File: config.mk
export PLATFORM = sky130hd
export DESIGN_NAME = fib_sequencer
export DESIGN_NICKNAME = d
export VERILOG_FILES = /design/src/rtl/fib_seq_pkg.sv /design/src/rtl/fib_seq_ctrl.sv /design/src/rtl/fib_seq_datapath.sv /design/src/rtl/fib_sequencer.sv
export SDC_FILE = /design/constraint.sdc
export NUM_CORES = 1
export LEC_CHECK = 0
export CELL_PAD_IN_SITES_DETAIL_PLACEMENT = 1
export CELL_PAD_IN_SITES_GLOBAL_PLACEMENT = 1
export CORE_MARGIN = 8
export CORE_UTILIZATION = 40
export CTS_CLUSTER_SIZE = 25
export DETAILED_ROUTE_END_ITERATION = 6
export PLACE_DENSITY_LB_ADDON = 0.3
export SLEW_MARGIN = 5
export SYNTH_ARGS = -nofsm -noshare
export SYNTH_HDL_FRONTEND = slang
export SYNTH_SLANG_ARGS = --single-unit
File: constraint.sdc
create_clock -name clk -period 3.07 [get_ports clk]
set_clock_uncertainty 0.2 [all_clocks]
set_input_delay 0.614 -clock clk [delete_from_list [all_inputs] [get_ports clk]]
set_output_delay 0.614 -clock clk [all_outputs]
set_load 0.005 [all_outputs]
File: src/rtl/fib_seq_pkg.sv
package fib_seq_pkg;

  // Controller states; every 2-bit code is a legal state.
  typedef enum logic [1:0] {
    ST_IDLE = 2'd0,
    ST_INIT = 2'd1,
    ST_RUN  = 2'd2,
    ST_HALT = 2'd3
  } seqState_e;

  // Strobes from the controller to the datapath.
  typedef struct packed {
    logic captureLimit;
    logic loadInit;
    logic doStep;
  } dpStrobes_t;

endpackage

File: src/rtl/fib_seq_ctrl.sv
module fib_seq_ctrl
  import fib_seq_pkg::*;
(
  input  logic       clk,
  input  logic       rst,
  input  logic       start,
  input  logic       atLimit,
  output dpStrobes_t strobes,
  output logic       done
);

  seqState_e state;
  seqState_e stateNext;
  logic      startOk;

  // A start pulse is accepted only from idle or halt.
  assign startOk = start && (state == ST_IDLE || state == ST_HALT);

  always_comb begin
    stateNext = state;
    unique case (state)
      ST_IDLE: if (startOk) stateNext = ST_INIT;
      ST_INIT: stateNext = ST_RUN;
      ST_RUN:  if (atLimit) stateNext = ST_HALT;
      ST_HALT: if (startOk) stateNext = ST_INIT;
      default: stateNext = ST_IDLE;
    endcase
  end

  always_ff @(posedge clk) begin
    if (rst) state <= ST_IDLE;
    else     state <= stateNext;
  end

  always_comb begin
    strobes.captureLimit = startOk;
    strobes.loadInit     = (state == ST_INIT);
    strobes.doStep       = (state == ST_RUN) && !atLimit;
  end

  assign done = (state == ST_HALT);


  busy_start_chk: assert property (@(posedge clk) disable iff (rst)
    ((state == ST_RUN || state == ST_INIT) && start) |=> (state != ST_INIT));


  halt_hold_chk: assert property (@(posedge clk) disable iff (rst)
    (state == ST_HALT && !start) |=> done);


  run_exit_chk: assert property (@(posedge clk) disable iff (rst)
    (state == ST_RUN && atLimit) |=> done);


  restart_chk: assert property (@(posedge clk) disable iff (rst)
    (done && start) |=> (!done && strobes.loadInit));

endmodule

File: src/rtl/fib_seq_datapath.sv
module fib_seq_datapath
  import fib_seq_pkg::*;
#(
  parameter int WIDTH = 16
) (
  input  logic             clk,
  input  logic             rst,
  input  dpStrobes_t       strobes,
  input  logic [WIDTH-1:0] stepLimit,
  output logic             atLimit,
  output logic [WIDTH-1:0] fibValue
);

  localparam logic [WIDTH-1:0] ONE  = WIDTH'(1);
  localparam logic [WIDTH-1:0] ZERO = '0;

  logic [WIDTH-1:0] countReg;
  logic [WIDTH-1:0] fibReg;
  logic [WIDTH-1:0] tempReg;
  logic [WIDTH-1:0] limitReg;

  // Length register: written only when start is accepted.
  always_ff @(posedge clk) begin
    if (rst)                       limitReg <= ZERO;
    else if (strobes.captureLimit) limitReg <= stepLimit;
  end

  // Working registers: both term transfers read the pre-edge values.
  always_ff @(posedge clk) begin
    if (rst) begin
      countReg <= ZERO;
      fibReg   <= ZERO;
      tempReg  <= ZERO;
    end else if (strobes.loadInit) begin
      countReg <= ONE;
      fibReg   <= ONE;
      tempReg  <= ZERO;
    end else if (strobes.doStep) begin
      countReg <= countReg + ONE;
      fibReg   <= fibReg + tempReg;
      tempReg  <= fibReg;
    end
  end

  assign atLimit  = (countReg >= limitReg);
  assign fibValue = fibReg;


  init_values_chk: assert property (@(posedge clk) disable iff (rst)
    strobes.loadInit |=> (fibReg == ONE && tempReg == ZERO && countReg == ONE));


  idle_hold_chk: assert property (@(posedge clk) disable iff (rst)
    (!strobes.loadInit && !strobes.doStep) |=>
      ($stable(fibReg) && $stable(tempReg) && $stable(countReg)));


  step_pair_chk: assert property (@(posedge clk) disable iff (rst)
    strobes.doStep |=> ((fibReg - tempReg) == $past(tempReg)));


  count_bound_chk: assert property (@(posedge clk) disable iff (rst)
    strobes.doStep |-> (countReg < limitReg));


  limit_stable_chk: assert property (@(posedge clk) disable iff (rst)
    !strobes.captureLimit |=> $stable(limitReg));

endmodule

File: src/rtl/fib_sequencer.sv
module fib_sequencer
  import fib_seq_pkg::*;
#(
  parameter int WIDTH = 16
) (
  input  logic             clk,
  input  logic             rst,
  input  logic             start,
  input  logic [WIDTH-1:0] stepLimit,
  output logic [WIDTH-1:0] fibValue,
  output logic             done
);

  dpStrobes_t strobes;
  logic       atLimit;

  fib_seq_ctrl u_ctrl (
    .clk     (clk),
    .rst     (rst),
    .start   (start),
    .atLimit (atLimit),
    .strobes (strobes),
    .done    (done)
  );

  fib_seq_datapath #(.WIDTH(WIDTH)) u_dp (
    .clk       (clk),
    .rst       (rst),
    .strobes   (strobes),
    .stepLimit (stepLimit),
    .atLimit   (atLimit),
    .fibValue  (fibValue)
  );


  reset_state_chk: assert property (@(posedge clk)
    rst |=> (fibValue == '0 && !done));

endmodule

==> flow_summary.toml, run 1 <==
[run_status]
status = "finished clean"

[logic_synthesis]
ys_top_cells_by_area = "dfxtp_1, ha_1, nand2_1"
syn_nets = 510
synth_top_family_by_area = "simple AND/OR/NAND/NOR gates"
synth_top_cells_by_count = "nand2_1, a21oi_1, dfxtp_1, ha_1, inv_1"
synthMuxAreaShare = 0.00551
yosys.area_share.simple = 0.209
syn_area_per_cell_um2 = 8.00
netlist_area_mm2 = 0.00363
synth_cells = 454
yosys_register_bits = 66
synth_compound_area_frac = 0.202
ys.flop_type = "dfxtp_1"
ys_types = 47
synth-async-reset-ratio = 0
synth_edf_count = 0
synth-xor-area-share = 0.0410
yosysWarnings = 0
synth_most_common_cell = "nand2_1"
seq_area_frac_synth = 0.364
synth_top_area_share = 0.364
synth_top_cell_by_area = "dfxtp_1"
synthAdderAreaFrac = 0.130

[drt]
wl_per_cell_um = 15.4
route.detailed.drc = 0
first_iter_violations = 103
viasPerCell = 5.38
routed_wl_mm = 9.25
antenna_left = 0
routed-via-count = 3240
first_pass_iters = 4

[job]
max_cap_violations = 0

[floorplan]
start_util = 0.414
rows = 34
die_area_mm2 = 0.0124
num_io_pins = 36
die_h_um = 111
die_w_um = 111
coreArea_mm2 = 0.00876

[setup_path]
end_kind = "register"
path_buf_inv = 0
arrival_ns = 2.95
cp_top_family = "compound AO/OA/AOI/OAI gates"
required_ns = 3.14
crit_chain = "ha_1 -> fa_1 -> a21o_1 -> a221oi_1 -> o21ai_1 -> a31oi_1 -> mux2i_1 -> nand3_1 -> o21ai_0"
cp_max_fo = 4
slowest_stage = "fa_1"
critPathMaxStageDelay_ns = 0.41
start_kind = "register"
crit_type = "register to register"

[grt]
overflow = 0
grt_max_degree = 38
grt_pass1_vias = 3503
grt_pass1_wl_mm = 16.1
track_usage = 0.152
antenna_found_initial = 0

[clock_tree]
clock-sinks = 66
postCtsSetupBuffers = 0
clk-insertion-delay-late_ns = 0.35
cts_tree = "yes"
path_clk_slew_ns = 0.07
cts_root_buffer = "clkbuf_8"
cts_buffer_depth = 2
htree_levels = 3
numCtsBuffers = 9
cts_hold_buf = 0
cts_resized = 0

[placement]
hpwl_mm = 6.91
port_buffers = 35
dp.cells = 586
gp_congestion = 0.787

[timing]
period_minus_slack_ns = 2.88
slew_headroom = 0.613
hold_slack_ns = 0.258
finalSetupViolations = 0
tightest_slew_ns = 0.580
finalCritPeriodShare = 0.937
tns_ns = 0
hold_viol_final = 0
fmax_mhz = 348
rsz0062_at_grt = "no"
finalMaxSlewViolations = 0

[power_and_ir_drop]
ir_worst_vdd_mv = 0.334
p_per_area_mw_per_mm2 = 565
power_leakage_nw = 1.65

[layout]
n_antenna_cell = 0
finalCoreUtilization = 0.487
drive_gt1_frac = 0.0628
finalNonFillerCells = 602
syn_to_final_growth_pct = 17.5
fin_nets = 545

[worst_hold_path]
hp-class = "register to register"
power breakdown:
part / internal, W / switching (W)
clock network: 0.000316 / 0.000327
registers: 0.000940 / 0.0000594
logic: 0.000289 / 0.000479
total: 0.00154 / 0.000865
worst min-delay path: stages, from the launching register on:
cell     delay [ns]
dfxtp_1        0.31
nand2_1        0.05
a21oi_1        0.05
kinds of logic (layout without fill, tap and decap cells):
group / count (synthesis) / after routing
compound gates: 123 / 123
xor+xnor: 17 / 17
fa+ha+maj: 37 / 37
buf+inv: 43 / 83
flops: 66 / 66
mux: 2 / 2
simple gates: 166 / 166
path summary, 6_finish.rpt:
check / slack, ns / end / startpoint / depth (start not counted)
worst max register to register: 0.19 / u_dp.fibValue[14] / u_dp.fibValue[0] / 9
worst max-delay path: 0.19 / u_dp.fibValue[14] / u_dp.fibValue[0] / 9
worst min register to register: 0.26 / u_dp.limitReg[10] / u_dp.limitReg[10] / 2
worst min-delay path: 0.26 / u_dp.limitReg[10] / u_dp.limitReg[10] / 2
routing by layer:
layer / up-vias / global-route usage / share of wire
met5: - / 0 / 0
met4: 0 / 0.0587 / 0.016
met3: 12 / 0.0335 / 0.029
met2: 29 / 0.259 / 0.48
met1: 1560 / 0.181 / 0.48
li1: 1639 / - / -
cells in the final DEF, fill, tap and decap left out, types with 10 or more instances in the layout:
cell type / synthesis / final
a21oi_1: 67 / 67
nor2_1: 16 / 16
ha_1: 36 / 36
o21ai_0: 21 / 21
nand2_1: 103 / 103
xnor2_1: 10 / 10
dfxtp_1: 66 / 66
clkdlybuf4s50_1: 0 / 35
inv_1: 24 / 24
clkbuf_8: 0 / 10
sequential cells by signal, indices dropped and copies added (netlist names):
register,flops
u_dp.fibValue,16
u_dp.countReg,16
u_dp.tempReg,16
u_ctrl.state,2
u_dp.limitReg,16
through the flow:
stage               power [W]  setup WS (ns)  instance area (µm²)
floorplan             0.00154          0.524                 3630
global placement      0.00176          0.357                 4100
detailed placement    0.00179          0.228                 4100
CTS                   0.00245          0.195                 4270
global route          0.00257         0.0610                 4270
finish                0.00241          0.195                 4270
cell type report:
| cell class | instances | area, µm² |
|---|---|---|
| multi-input cells | 345 | 2130 |
| repair buffers | 43 | 423 |
| fillers | 1101 | 4500 |
| inverters | 24 | 90.1 |
| well taps | 108 | 135 |
| clock buffers | 14 | 153 |
| clock inverters | 2 | 12.5 |
| flip-flops and latches | 66 | 1320 |
No activity file was read; power rests on OpenSTA's default activity.
==> run 2: changes to the inputs <==
GPL_ROUTABILITY_DRIVEN = 1   (was not set)
==> results of run 2 <==
Same layout as run 1: the final DEF is identical, and so are final timing and power.
